--- config.mk ---
export PLATFORM = sky130hd
export DESIGN_NAME = wide_snap_window
export DESIGN_NICKNAME = d
export VERILOG_FILES = /design/src/rtl/wide_snap_pkg.sv /design/src/rtl/wide_snap_decode.sv /design/src/rtl/wide_snap_fsm.sv /design/src/rtl/wide_snap_hold.sv /design/src/rtl/wide_snap_window.sv
export SDC_FILE = /design/constraint.sdc
export NUM_CORES = 1
export LEC_CHECK = 0
export ABC_CLOCK_PERIOD_IN_PS = 2630
export BUFFER_PORTS_ARGS = -buffer_cell sky130_fd_sc_hd__buf_2
export CORE_MARGIN = 8
export CORE_UTILIZATION = 47
export CTS_CLUSTER_SIZE = 10
export DETAILED_ROUTE_END_ITERATION = 12
export GPL_ROUTABILITY_DRIVEN = 0
export PLACE_DENSITY = 0.83
export SYNTH_ARGS = -nofsm -noshare
export SYNTH_HDL_FRONTEND = slang
export SYNTH_SLANG_ARGS = --single-unit
--- constraint.sdc ---
create_clock -name clk -period 2.63 [get_ports clk]
set_clock_uncertainty 0.15 [all_clocks]
set_input_delay 0.263 -clock clk [delete_from_list [all_inputs] [get_ports clk]]
set_output_delay 0.263 -clock clk [all_outputs]
set_load 0.02 [all_outputs]
--- src/rtl/wide_snap_pkg.sv ---
package wide_snap_pkg;
  typedef enum logic [1:0] {
    SNAP_IDLE = 2'd0,
    SNAP_REQ  = 2'd1,
    SNAP_DONE = 2'd2
  } snap_state_e;
endpackage

--- src/rtl/wide_snap_decode.sv ---
module wide_snap_decode #(
  parameter int ADDR_W    = 8,
  parameter int NUM_BYTES = 4,
  parameter int BASE_ADDR = 'h40
) (
  input  logic                 host_req,
  input  logic                 host_we,
  input  logic                 host_ack,
  input  logic [ADDR_W-1:0]    host_addr,
  output logic [NUM_BYTES-1:0] rd_sel,
  output logic [NUM_BYTES-1:0] wr_sel,
  output logic                 hit
);
  localparam int SEL_W = (NUM_BYTES > 1) ? $clog2(NUM_BYTES) : 1;
  localparam logic [ADDR_W-1:0] BASE_V = BASE_ADDR[ADDR_W-1:0];

  logic             base_match;
  logic [SEL_W-1:0] idx;

  assign base_match = (host_addr[ADDR_W-1:SEL_W] == BASE_V[ADDR_W-1:SEL_W]);
  assign idx        = host_addr[SEL_W-1:0];

  for (genvar i = 0; i < NUM_BYTES; i++) begin : g_sel
    logic here;
    assign here      = base_match && (idx == SEL_W'(i));
    // reads stay selected while held; writes act once per request
    assign rd_sel[i] = here && host_req && !host_we;
    assign wr_sel[i] = here && host_req && host_we && !host_ack;
  end

  assign hit = |(rd_sel | wr_sel) || (base_match && host_req && host_we);
endmodule

--- src/rtl/wide_snap_fsm.sv ---
module wide_snap_fsm
  import wide_snap_pkg::*;
(
  input  logic clk,
  input  logic rst,
  input  logic rd_sel0,
  output logic rd_stb,
  output logic wait_n
);
  snap_state_e state_q, state_d;

  always_comb begin
    state_d = state_q;
    wait_n  = 1'b1;
    case (state_q)
      SNAP_IDLE: if (rd_sel0) begin
        state_d = SNAP_REQ;
        wait_n  = 1'b0;
      end
      SNAP_REQ: begin
        state_d = SNAP_DONE;
        wait_n  = 1'b0;
      end
      SNAP_DONE: if (!rd_sel0) state_d = SNAP_IDLE;
      default:   state_d = SNAP_IDLE;
    endcase
  end

  always_ff @(posedge clk) begin
    if (rst) state_q <= SNAP_IDLE;
    else     state_q <= state_d;
  end

  assign rd_stb = (state_q == SNAP_REQ);

  // the host is stalled throughout the strobe cycle
  a_r4_stall_on_strobe: assert property (@(posedge clk) disable iff (rst)
    rd_stb |-> !wait_n);
  // strobe lasts one cycle
  a_r4_strobe_single: assert property (@(posedge clk) disable iff (rst)
    rd_stb |=> !rd_stb);
  // a held request parked in done does not re-strobe
  a_r5_no_repeat: assert property (@(posedge clk) disable iff (rst)
    (state_q == SNAP_DONE && rd_sel0) |=> !rd_stb);
endmodule

--- src/rtl/wide_snap_hold.sv ---
module wide_snap_hold #(
  parameter int DATA_W    = 8,
  parameter int NUM_BYTES = 4
) (
  input  logic                          clk,
  input  logic                          rst,
  input  logic                          load,
  input  logic [NUM_BYTES*DATA_W-1:0]   ext_in,
  input  logic [NUM_BYTES-1:0]          wr_sel,
  input  logic [DATA_W-1:0]             wdata,
  output logic [NUM_BYTES*DATA_W-1:0]   hold_flat
);
  for (genvar i = 0; i < NUM_BYTES; i++) begin : g_byte
    logic [DATA_W-1:0] q, d;
    always_comb begin
      if (load)           d = ext_in[i*DATA_W +: DATA_W];
      else if (wr_sel[i]) d = wdata;
      else                d = q;
    end
    always_ff @(posedge clk) begin
      if (rst) q <= '0;
      else     q <= d;
    end
    assign hold_flat[i*DATA_W +: DATA_W] = q;

    // a snapshot captures this byte's slice of the incoming bus
    a_r4_capture: assert property (@(posedge clk) disable iff (rst)
      load |=> (q == $past(ext_in[i*DATA_W +: DATA_W])));
  end
endmodule

--- src/rtl/wide_snap_window.sv ---
module wide_snap_window #(
  parameter int DATA_W    = 8,
  parameter int NUM_BYTES = 4,
  parameter int ADDR_W    = 8,
  parameter int BASE_ADDR = 'h40
) (
  input  logic                        clk,
  input  logic                        rst,
  input  logic                        host_req,
  input  logic                        host_we,
  input  logic [ADDR_W-1:0]           host_addr,
  input  logic [DATA_W-1:0]           host_wdata,
  output logic                        host_ack,
  output logic [DATA_W-1:0]           host_rdata,
  input  logic [NUM_BYTES*DATA_W-1:0] ext_in,
  output logic [NUM_BYTES*DATA_W-1:0] ext_out,
  output logic                        rd_stb,
  output logic                        wr_stb
);
  localparam int VAL_W = NUM_BYTES * DATA_W;

  logic [NUM_BYTES-1:0] rd_sel, wr_sel;
  logic                 hit, wait_n, ack_d;
  logic [VAL_W-1:0]     hold_flat;
  logic [DATA_W-1:0]    rd_mux;

  wide_snap_decode #(.ADDR_W(ADDR_W), .NUM_BYTES(NUM_BYTES), .BASE_ADDR(BASE_ADDR)) u_dec (
    .host_req(host_req), .host_we(host_we), .host_ack(host_ack), .host_addr(host_addr),
    .rd_sel(rd_sel), .wr_sel(wr_sel), .hit(hit));

  wide_snap_fsm u_fsm (
    .clk(clk), .rst(rst), .rd_sel0(rd_sel[0]), .rd_stb(rd_stb), .wait_n(wait_n));

  wide_snap_hold #(.DATA_W(DATA_W), .NUM_BYTES(NUM_BYTES)) u_hold (
    .clk(clk), .rst(rst), .load(rd_stb), .ext_in(ext_in), .wr_sel(wr_sel),
    .wdata(host_wdata), .hold_flat(hold_flat));

  always_comb begin
    rd_mux = '0;
    for (int i = 0; i < NUM_BYTES; i++)
      if (rd_sel[i]) rd_mux = hold_flat[i*DATA_W +: DATA_W];
  end

  assign ack_d = host_req && wait_n && !host_ack;

  always_ff @(posedge clk) begin
    if (rst) begin
      host_ack   <= 1'b0;
      host_rdata <= '0;
      wr_stb     <= 1'b0;
    end else begin
      host_ack <= ack_d;
      if (ack_d && !host_we) host_rdata <= rd_mux;
      wr_stb   <= wr_sel[NUM_BYTES-1];
    end
  end

  assign ext_out = hold_flat;

  // acknowledge is a single-cycle pulse
  a_r9_ack_pulse: assert property (@(posedge clk) disable iff (rst)
    host_ack |=> !host_ack);
  // no acknowledge right after a snapshot strobe
  a_r9_no_ack_after_stb: assert property (@(posedge clk) disable iff (rst)
    rd_stb |=> !host_ack);
  // commit strobe is a single pulse and only follows a write
  a_r6_wr_stb_pulse: assert property (@(posedge clk) disable iff (rst)
    wr_stb |=> !wr_stb);
  a_r6_wr_stb_cause: assert property (@(posedge clk) disable iff (rst)
    wr_stb |-> $past(host_req && host_we));
  // an unmapped request never disturbs the holding bank
  a_r8_miss_stable: assert property (@(posedge clk) disable iff (rst)
    (host_req && !hit && !rd_stb) |=> $stable(ext_out));
endmodule

; ---- Yosys cells after proc, flatten, opt, wreduce, memory -nomap -nowiden
; Index checks and enable logic that the tools add are counted.
[op_classes]
n_addsub = 0
n_mul = 0
n_div = 0
n_lt_le_gt_ge = 0
eq_ne = 8
shift = 0
muxes = 17
bitwise_logic = 0
n_reduce_logical = 32
[ops]
columns = op, count
row1 = 8-bit two-way mux, 12
row2 = 1-bit logical AND, 23
row3 = 2-bit nonzero test, 4
row4 = 2-bit equality test (second input constant), 3
row5 = 6-bit by 5-bit equality test with 1-bit output (second input constant), 1
row6 = 2-bit case mux with 3 select lines, 1
row7 = 2-bit by 1-bit equality test with 1-bit output (second input constant), 2
row8 = 2-bit zero test, 2
row9 = 2-bit two-way mux, 2
row10 = 1-bit zero test, 2
row11 = 2-bit by 1-bit != test with 1-bit output (second input constant), 1
row12 = 2-bit != test (second input constant), 1
row13 = 1-bit case mux with 2 select lines, 1
row14 = 2-bit AND reduction, 1
row15 = 1-bit two-way mux, 1
[word_totals]
reg_bits = 44
latchBits = 0
mem_bits_rw = 0
romBits = 0
inputBits = 52
out_inout_bits = 43
wordCells = 65
n_memories = 0

; ---- Logic depth before layout (Yosys ltp)
; Gate-level depths: netlist of the first run.
[depth]
word_depth = 9
depth_mapped = 6
mapped_depth_nobuf = 5

; ---- Cells and area by module
; From an unflattened synthesis of the first run, not the netlist that was laid out.
[unflattened]
hier_cells = 246
hier_area_um2 = 2562.5
[modules_own_cells]
columns = mod, instances, cells_each, area_per_inst_um2, seq_area_each_um2
row1 = wide_snap_hold, 1, 142, 1637.8, 640.6
row2 = wide_snap_window, 1, 78, 690.7, 200.2
row3 = wide_snap_decode, 1, 18, 145.1, 0.0
row4 = wide_snap_fsm, 1, 8, 88.8, 40.0

; ---- Least setup slack after synthesis of the first run
; No wires, ideal clock.
[synth_timing]
path_kind = input port to flip-flop
from = input port host_addr[5]
to = register u_hold.g_byte[3].q[6]
setup_time_ns = 0.079
t_arrival_ns = 1.828
t_required_ns = 2.401
path_slack_ns = 0.573
path_stages = 6
path_buffers = 2
path_cell_list = or4b_4 buf_6 o41ai_4 buf_6 nor2_1 a211oi_2
[synth_between]
elab_chain_cells = 6
[synth_lines]
columns = element, line
row1 = from (decl), wide_snap_window.sv:11  ; input logic [ADDR_W-1:0] host_addr,
row2 = 6-bit by 5-bit equality test with 1-bit output, wide_snap_decode.sv:20  ; assign base_match = (host_addr[ADDR_W-1:SEL_W] == BASE_V[ADDR_W-1:SEL_W]);
row3 = 1-bit logical AND, wide_snap_decode.sv:25  ; assign here = base_match && (idx == SEL_W'(i));
row4 = 1-bit logical AND (3 in a row), wide_snap_decode.sv:28  ; assign wr_sel[i] = here && host_req && host_we && !host_ack;
row5 = 2-bit nonzero test (no source line), n/a
row6 = to (signal assigned), wide_snap_hold.sv:21  ; if (rst) q <= '0;
row7 = to (signal assigned), wide_snap_hold.sv:22  ; else q <= d;
row8 = to (decl), wide_snap_hold.sv:14  ; logic [DATA_W-1:0] q, d;
; No other way between the ends.
; A chain may end at the register's enable or synchronous reset.

; ---- Worst setup path in the final report of the first run
[layout_timing]
from = register u_fsm.state_q[1]
to = register host_rdata[0]
[layout_between]
elab_chain_cells = 5
elab_cells_between_ends = 6
classes_between = eq/ne: 1 / mux: 1 / reduce/logical: 4
[layout_lines]
columns = element, line
row1 = from (decl), wide_snap_fsm.sv:10  ; snap_state_e state_q, state_d;
row2 = from (signal assigned), wide_snap_fsm.sv:31  ; else state_q <= state_d;
row3 = 2-bit by 1-bit equality test with 1-bit output or 2-bit zero test (tied branches), wide_snap_fsm.sv:15  ; case (state_q)
row4 = 1-bit case mux with 2 select lines (*), wide_snap_fsm.sv:15
row5 = 1-bit logical AND (*) (2 in a row), wide_snap_window.sv:44  ; assign ack_d = host_req && wait_n && !host_ack;
row6 = 1-bit logical AND (*), wide_snap_window.sv:53  ; if (ack_d && !host_we) host_rdata <= rd_mux;
row7 = to (signal assigned), wide_snap_window.sv:53
row8 = to (decl), wide_snap_window.sv:14  ; output logic [DATA_W-1:0] host_rdata,
; Every way passes the cells marked *; elsewhere a longest branch is shown, timed or not.

==> results of run 1 <==
## power groups by stage
stage,clock (mW),combinational [mW],sequential [mW]
floorplan,0,0.0676,0.686
global placement,0,0.119,0.685
detailed placement,0,0.121,0.685
CTS,0.529,0.121,0.669
global route,0.554,0.132,0.669
finish,0.518,0.122,0.669
## routing by layer
| metal | up-vias | global-route usage (%) |
|---|---|---|
| met3 | 6 | 6.83 |
| met5 | - | 0 |
| li1 | 1074 | - |
| met1 | 982 | 21.4 |
| met4 | 0 | 4.85 |
| met2 | 82 | 28.3 |
## path summary, 6_finish.rpt
kind / from / to / slack (ns) / cells after the start
worst min register to register: host_rdata[4] / host_rdata[4] / 0.32 / 2
worst min-delay path: rst / host_ack / 0.09 / 3
worst max-delay path: u_fsm.state_q[1] / host_rdata[0] / 0.44 / 5
worst max register to register: u_fsm.state_q[1] / host_rdata[0] / 0.44 / 5
## critical path, stage by stage (launching register included)
cell	delay [ns]
dfxtp_1	0.35
nand2b_4	0.27
inv_2	0.07
or4b_2	0.62
a21oi_2	0.43
mux2i_1	0.24
## Yosys cell counts, types with 2 or more instances
cell type  instances
nand2b_1           8
inv_1              4
nor2_1            34
nand2_1            3
a21oi_1           34
a211oi_2           4
mux4_2             2
a211oi_1          28
o31ai_4            2
o21ai_0            6
buf_6              3
dfxtp_1           44
nor3_1            10
mux2i_1           12
clkbuf_1          12
a32o_1             6
or4b_2             3
o41ai_4            2
and2_1             9
buf_2              3
buf_1              2
o32ai_1            2
## area by class of cell
| class | count | area [um^2] | share of cell area [%] |
|---|---|---|---|
| inverters | 5 | 18.8 | 0.669 |
| repair buffers | 100 | 515 | 18.4 |
| multi-input cells | 174 | 1210 | 43.2 |
| clock inverters | 3 | 42.5 | 1.52 |
| clock buffers | 5 | 68.8 | 2.45 |
| flip-flops and latches | 44 | 881 | 31.4 |
| well taps | 54 | 67.6 | 2.41 |
## metrics by stage
step	setup WS [ns]	area (um^2)	power [mW]
final	0.436	2810	1.31
after global routing	0.339	2810	1.36
after CTS	0.427	2810	1.32
after detailed placement	0.427	2690	0.806
after global placement	0.497	2690	0.804
after floorplan	0.573	2210	0.754
## flip-flops by register name, summed over array words and instances, names as in the netlist
| signal | count |
|---|---|
| host_rdata | 8 |
| wr_stb | 1 |
| u_hold.g_byte.q | 32 |
| u_fsm.state_q | 2 |
| host_ack | 1 |
## logic make-up (layout without fill, tap and decap cells)
logic type             count (synthesis)  in the layout  share of synthesized area (%)
AOI/OAI and AO/OA                     85             85                           29.1
muxes                                 14             14                           7.47
DFF                                   44             44                           39.8
buffers and inverters                 25            113                           5.43
and+or+nand+nor                       75             75                           18.2
==> impl_metrics.json, run 1 <==
{
  "setup-violations-final": 0,
  "switching_share_pct": 23.5,
  "worstSkewPairLatency_ns": 0.31,
  "nets": 382,
  "drt-total-wl_um": 6430,
  "final_common_cell": "buf_2",
  "slew_viol_final": 0,
  "place_inst": 377,
  "yosysSeqAreaShare_pct": 39.8,
  "fin_crit_sh_pct": 83.4,
  "p_leak_nw": 1.21,
  "grt_max_degree": 45,
  "crit_fanout": 14,
  "fmax_mhz": 456,
  "synth.cell_area_um2": 2210,
  "timing.slew.headroom_pct": 60.1,
  "grt_pass1_vias": 2077,
  "rsz0062_at_grt": "false",
  "ctsResizeCount": 0,
  "fin_util_pct": 60.6,
  "wl_met2_um": 2960,
  "dieArea_um2": 7160,
  "first_pass_iters": 4,
  "hold_violations": 0,
  "ys.flop_type": "dfxtp_1",
  "crit_required_ns": 2.71,
  "grt_pass1_wl_um": 10300,
  "yosys.area.top_type": "dfxtp_1",
  "yosysTopAreaCellShare_pct": 39.8,
  "async_reset_ff_share_pct": 0,
  "clockBufferDepth": 2,
  "instances_no_fill": 385,
  "route.top_layer_used": "met4",
  "wl_met3_um": 582,
  "cts_max_level": 2,
  "setup-tns-final_ns": 0,
  "cts_root_buf": "clkbuf_8",
  "pwr-share-comb_pct": 9.3,
  "clk_pin_slew_ns": 0.08,
  "critical_path_class": "register to register",
  "cts_setup_buffers": 0,
  "final_antenna_net_count": 0,
  "p_int_mw": 1.00,
  "ys_top_cells_by_area": "dfxtp_1 (40%), a211oi_1 (9.5%), a21oi_1 (7.7%)",
  "p_sw_mw": 0.308,
  "post-dp-hpwl_um": 4870,
  "cts.sinks": 44,
  "vias_per_cell": 5.57,
  "antenna_cells": 0,
  "antenna_found_initial": 0,
  "grt-ovfl-total": 0,
  "coreArea_um2": 4630,
  "io_buffers": 94,
  "maxCapViolCount": 0,
  "finalCriticalPeriod_ns": 2.19,
  "start_util_pct": 47.8,
  "hp-class": "primary input to register",
  "detail_route.iter0.violations": 168,
  "rows": 25,
  "seq_power_share_pct": 51.1,
  "ioPinCount": 95,
  "avgSynthCellArea_um2": 9.10,
  "wl_met1_um": 2820,
  "worst_pin_slew_ns": 0.593,
  "ir_drop_v": 0.000270,
  "hold_ws_ns": 0.0934,
  "mostFrequentLayoutCells": "buf_2 (94), dfxtp_1 (44), nor2_1 (34), a21oi_1 (34), a211oi_1 (28)",
  "startpoint_type": "register",
  "synthCells": 243,
  "status": "finished, final reports clean",
  "cts_buffers": 5,
  "synth.distinct_cells": 32,
  "drc": 0,
  "synth_enable_flop_cells": 0,
  "yosysWarnings": 0,
  "grtUsageTotal_pct": 17.7,
  "cts_tree": "done",
  "cp.arrival_ns": 2.28,
  "power_density_nw_per_um2": 466,
  "p_clk_share_pct": 39.6,
  "drive_gt1_share_pct": 38.1,
  "syn2layout_area_growth_pct": 26.8,
  "end_kind": "register",
  "fillerInstances": 431,
  "vias": 2144,
  "synth_seq_cells": 44,
  "die_y_um": 84.6,
  "routedWlPerCell_um": 16.7,
  "die_w_um": 84.6,
  "cts_hold_buffers": 0,
  "synth_fp_nets": 295
}
Power figures use the tool's default switching activity.
==> inputs of run 2 (changes only) <==
- ABC_CLOCK_PERIOD_IN_PS: 2630 -> 2200
- clock period: 2.63 -> 2.2 ns (I/O delays scaled with it)
==> run 2 against run 1 <==
  * Power grew 19%
  * Clock power increased by 19%
  * Non-clock buffer count grew 4
  * Largest cell class unchanged
==> impl_metrics.json, run 2 (synthesized netlist as in run 1, its figures left out) <==
{
  "status": "finished, final reports clean",
  "vias": 2203,
  "place_inst": 381,
  "setup-tns-final_ns": 0,
  "rsz0062_at_grt": "false",
  "dieArea_um2": 7160,
  "worst_path_dominant_cell_family": "simple AND/OR/NAND/NOR gates",
  "hp-class": "primary input to register",
  "cp.arrival_ns": 2.10,
  "grt_pass1_wl_um": 10800,
  "clockBufferDepth": 2,
  "mostFrequentLayoutCells": "buf_2 (94), dfxtp_1 (44), nor2_1 (34), a21oi_1 (34), a211oi_1 (28)",
  "power_density_nw_per_um2": 545,
  "grt_max_degree": 45,
  "ctsResizeCount": 0,
  "register_area_um2": 881,
  "worstSkewPairLatency_ns": 0.29,
  "place_area_um2": 2760,
  "syn2layout_area_growth_pct": 29.7,
  "startpoint_type": "register",
  "antenna_cells": 0,
  "finalInstanceArea_um2": 2870,
  "antenna_found_initial": 0,
  "largest_reg_flops": 32,
  "slowest_stage": "or4b_2",
  "critical_path_class": "register to register",
  "ioPinCount": 95,
  "rows": 25,
  "end_kind": "register",
  "vias_per_cell": 5.66,
  "instances_no_fill": 389,
  "nets": 386,
  "fin_util_pct": 62.0,
  "regMostFlops": "u_hold.g_byte.q",
  "fmax_mhz": 494,
  "grt-ovfl-total": 0,
  "cts_max_level": 2,
  "top_regs": "u_hold.g_byte.q: 32 flops, host_rdata: 8 flops, u_fsm.state_q: 2 flops",
  "drt-total-wl_um": 6600,
  "final_common_cell": "buf_2",
  "cts_hold_buffers": 0,
  "post-dp-hpwl_um": 5030,
  "fillerInstances": 428,
  "grtUsageTotal_pct": 18.5,
  "drive_gt1_share_pct": 38.5,
  "ir_drop_v": 0.000497,
  "crit_fanout": 8,
  "clk_pin_slew_ns": 0.08,
  "coreArea_um2": 4630,
  "crit_required_ns": 2.28,
  "detail_route.iter0.violations": 160,
  "finalPower_mw": 1.56,
  "worst_pin_slew_ns": 0.603,
  "multi_input_area_um2": 1210,
  "cts_buffers": 5,
  "die_y_um": 84.6,
  "routedWlPerCell_um": 17.0,
  "drc": 0,
  "hold_violations": 0,
  "cts_tree": "done",
  "die_w_um": 84.6,
  "p_leak_nw": 1.24,
  "grt_pass1_vias": 2192,
  "cts_setup_buffers": 0,
  "cpPeakStageDelay_ns": 0.62,
  "finalCriticalPeriod_ns": 2.02,
  "io_buffers": 94,
  "setup-violations-final": 0,
  "first_pass_iters": 4,
  "worstSetupStartpoint": "u_fsm.state_q[1]",
  "fin_crit_sh_pct": 91.9,
  "path_cells": "nand2b_4 -> inv_2 -> or4b_2 -> a21oi_2 -> mux2i_1",
  "critPathBufInv": 1,
  "timing.slew.headroom_pct": 59.5,
  "maxCapViolCount": 0,
  "final_antenna_net_count": 0,
  "cts_root_buf": "clkbuf_8",
  "cts.sinks": 44,
  "rr_startpoint": "u_fsm.state_q[1]",
  "min-delay-start": "rst",
  "start_util_pct": 47.8,
  "slew_viol_final": 0
}
[run 2: cell count changes in the layout (fill, tap and decap cells not counted), sizes merged]
cell and delta:
buf +4, clkbuf +1, clkinvlp -1
[run 2: layout make-up]
cell class                      count  share of cell area [%]
Sequential cell                    44                    30.7
Tap cell                           54                    2.35
Timing Repair Buffer              104                    20.3
Clock inverter                      2                    1.22
Clock buffer                        6                    2.53
Inverter                            5                   0.654
Multi-Input combinational cell    174                    42.2
[run 2: through the flow]
stage	hold slack, ns	worst slack [ns]
finish	0.0705	0.177
global route	0.0733	0.0691
CTS	0.0662	0.162
detailed placement	0.312	0.0894
global placement	0.308	0.117
floorplan	0.267	0.186
[run 2: worst paths after layout]
kind / endpoint / slack, ns / cells after the start
setup / recovery: host_rdata[2] / 0.18 / 5
hold / removal: host_ack / 0.07 / 3
setup reg to reg: host_rdata[2] / 0.18 / 5
hold reg to reg: host_rdata[3] / 0.32 / 2
[run 2: tightest hold or removal path, stage by stage]
cell,delay (ns)
buf_2,0.08
or4b_2,0.12
a21oi_1,0.04
[run 2: layer usage]
| metal | global-route usage, % | part of all wire [%] | up-vias |
|---|---|---|---|
| li1 | - | - | 1078 |
| met1 | 22.3 | 44 | 1046 |
| met2 | 29.5 | 48 | 75 |
| met3 | 7.22 | 7.5 | 4 |
| met4 | 5.66 | 0.85 | 0 |
| met5 | 0 | 0 | - |
[run 2: where the power goes]
group          switching (mW)  leakage [nW]  total (mW)  internal (mW)
combinational          0.0843         0.825       0.149         0.0650
clock                   0.277        0.0552       0.614          0.337
sequential            0.00229         0.354       0.800          0.798
==> inputs of run 3 (changes only) <==
- PLACE_DENSITY: 0.83 -> unset
- PLACE_DENSITY_LB_ADDON: unset -> 0.1
==> run 3 against run 2 <==
  * Global-route usage is 0.24 points lower
  * Critical path depth unchanged
  * Final cell count up 0.77%
  * Sequential power about the same
  * Final area increased by 0.74%
  * Hold slack improved by 0.0080 ns
  * Sequential share of layout area fell by 0.23 points
  * Count of clock-buffer cells in the layout increased by 1
  * Die area stayed put
  * Combinational power about the same
  * First-iteration DRC count is 59% lower
  * Core utilization is 0.46 points higher
  * Largest cell class unchanged
  * Highest routed layer unchanged
==> impl_metrics.json, run 3 (synthesized netlist as in run 1, its figures left out) <==
{
  "clk_pin_slew_ns": 0.08,
  "setup-tns-final_ns": 0,
  "grtUsageTotal_pct": 18.3,
  "worst_pin_slew_ns": 0.535,
  "crit_fanout": 3,
  "hold_violations": 0,
  "worst_path_dominant_cell_family": "simple AND/OR/NAND/NOR gates",
  "startpoint_type": "register",
  "antenna_found_initial": 0,
  "top_regs": "u_hold.g_byte.q: 32 flops, host_rdata: 8 flops, u_fsm.state_q: 2 flops",
  "status": "finished, final reports clean",
  "start_util_pct": 47.8,
  "fin_util_pct": 62.4,
  "first_pass_iters": 4,
  "cts_root_buf": "clkbuf_8",
  "fillerInstances": 422,
  "cts_tree": "done",
  "ir_drop_v": 0.000253,
  "setup-violations-final": 0,
  "die_w_um": 84.6,
  "dieArea_um2": 7160,
  "cts_buffers": 5,
  "grt-ovfl-total": 0,
  "detail_route.iter0.violations": 65,
  "syn2layout_area_growth_pct": 30.7,
  "vias": 2088,
  "instances_no_fill": 392,
  "cts_max_level": 2,
  "worstSetupStartpoint": "u_fsm.state_q[1]",
  "die_y_um": 84.6,
  "power_density_nw_per_um2": 514,
  "nets": 389,
  "cts.sinks": 44,
  "timing.rr.end": "host_rdata[5]",
  "critical_path_class": "register to register",
  "io_buffers": 94,
  "final_antenna_net_count": 0,
  "grt_max_degree": 45,
  "routedWlPerCell_um": 16.5,
  "rsz0062_at_grt": "false",
  "regMostFlops": "u_hold.g_byte.q",
  "worstSkewPairLatency_ns": 0.30,
  "final_common_cell": "buf_2",
  "rr_startpoint": "u_fsm.state_q[1]",
  "rrSetupSlack_ns": 0.15,
  "maxCapViolCount": 0,
  "slowest_stage": "or4b_2",
  "critPathBufInv": 1,
  "antenna_cells": 0,
  "p_leak_nw": 1.24,
  "slew_viol_final": 0,
  "ctsResizeCount": 0,
  "post-dp-hpwl_um": 4900,
  "timing.slew.headroom_pct": 64.4,
  "path_depth": 5,
  "coreArea_um2": 4630,
  "grt_pass1_vias": 2109,
  "mostFrequentLayoutCells": "buf_2 (94), dfxtp_1 (44), nor2_1 (34), a21oi_1 (34), a211oi_1 (28)",
  "hp-class": "primary input to register",
  "rows": 25,
  "r2r.worst_path.cells": 5,
  "path_cells": "nand2b_4 -> inv_2 -> or4b_2 -> or4_1 -> o32ai_1",
  "drt-total-wl_um": 6470,
  "crit_end": "host_rdata[5]",
  "drc": 0,
  "layout_setup_ws_ns": 0.154,
  "grt_pass1_wl_um": 10600,
  "cp.arrival_ns": 2.10,
  "cts_hold_buffers": 0,
  "fin_crit_sh_pct": 93.0,
  "cts_setup_buffers": 0,
  "largest_reg_flops": 32,
  "drive_gt1_share_pct": 39.1,
  "crit_required_ns": 2.25,
  "preCtsSetupSlack_ns": 0.0996,
  "place_inst": 384,
  "finalCriticalPeriod_ns": 2.05,
  "clockBufferDepth": 2,
  "fmax_mhz": 489,
  "cpPeakStageDelay_ns": 0.63,
  "end_kind": "register",
  "vias_per_cell": 5.33,
  "ioPinCount": 95
}
-- run 3: cell types whose count changed in the layout (fill, tap and decap cells not counted) --
cell and change:
clkbuf_8 +1, clkinvlp_4 +1, buf_4 +2, clkinv_2 -1, bufinv_16 -1, buf_12 +1
-- run 3: report_power, final --
group	total [mW]	internal (mW)	switching, mW
logic	0.152	0.0675	0.0844
registers	0.800	0.798	0.00218
clock network	0.535	0.255	0.280
-- run 3: metrics by stage --
step	area, um^2	hold slack, ns	power [mW]
finish	2890	0.0785	1.49
global route	2890	0.0954	1.54
CTS	2890	0.0651	1.50
detailed placement	2800	0.314	0.970
global placement	2800	0.306	0.969
floorplan	2210	0.267	0.901
-- run 3: worst reg2reg max path, cell delays in order (launching register included) --
cell	delay, ns
dfxtp_1	0.35
nand2b_4	0.14
inv_2	0.04
or4b_2	0.63
or4_1	0.51
o32ai_1	0.13
-- run 3: worst min path at each step --
stage                             start               endpoint  slack (ns)  cells after the start
after floorplan            host_addr[0]       u_fsm.state_q[0]        0.27                      3
after CTS                           rst               host_ack        0.07                      3
after global placement    host_rdata[2]          host_rdata[2]        0.31                      2
after global routing         ext_in[12]  u_hold.g_byte[1].q[4]         0.1                      3
after detailed placement  host_rdata[3]          host_rdata[3]        0.31                      2
final                               rst               host_ack        0.08                      3
-- run 3: area by class of cell --
type	count	area [um^2]	share of cell area, %
Timing Repair Buffer	107	618	21.4
Tap cell	54	67.6	2.34
Clock inverter	1	7.51	0.260
Clock buffer	7	86.3	2.99
Sequential cell	44	881	30.5
Multi-Input combinational cell	174	1210	41.9
Inverter	5	18.8	0.649
-- run 3: per-layer routing --
layer	GRT usage (%)	part of all wire, %	wire length [um]
met1	23.6	48	3120
met2	27.7	44	2830
met3	6.73	7.1	461
met4	5.02	0.88	57
met5	0	0	0
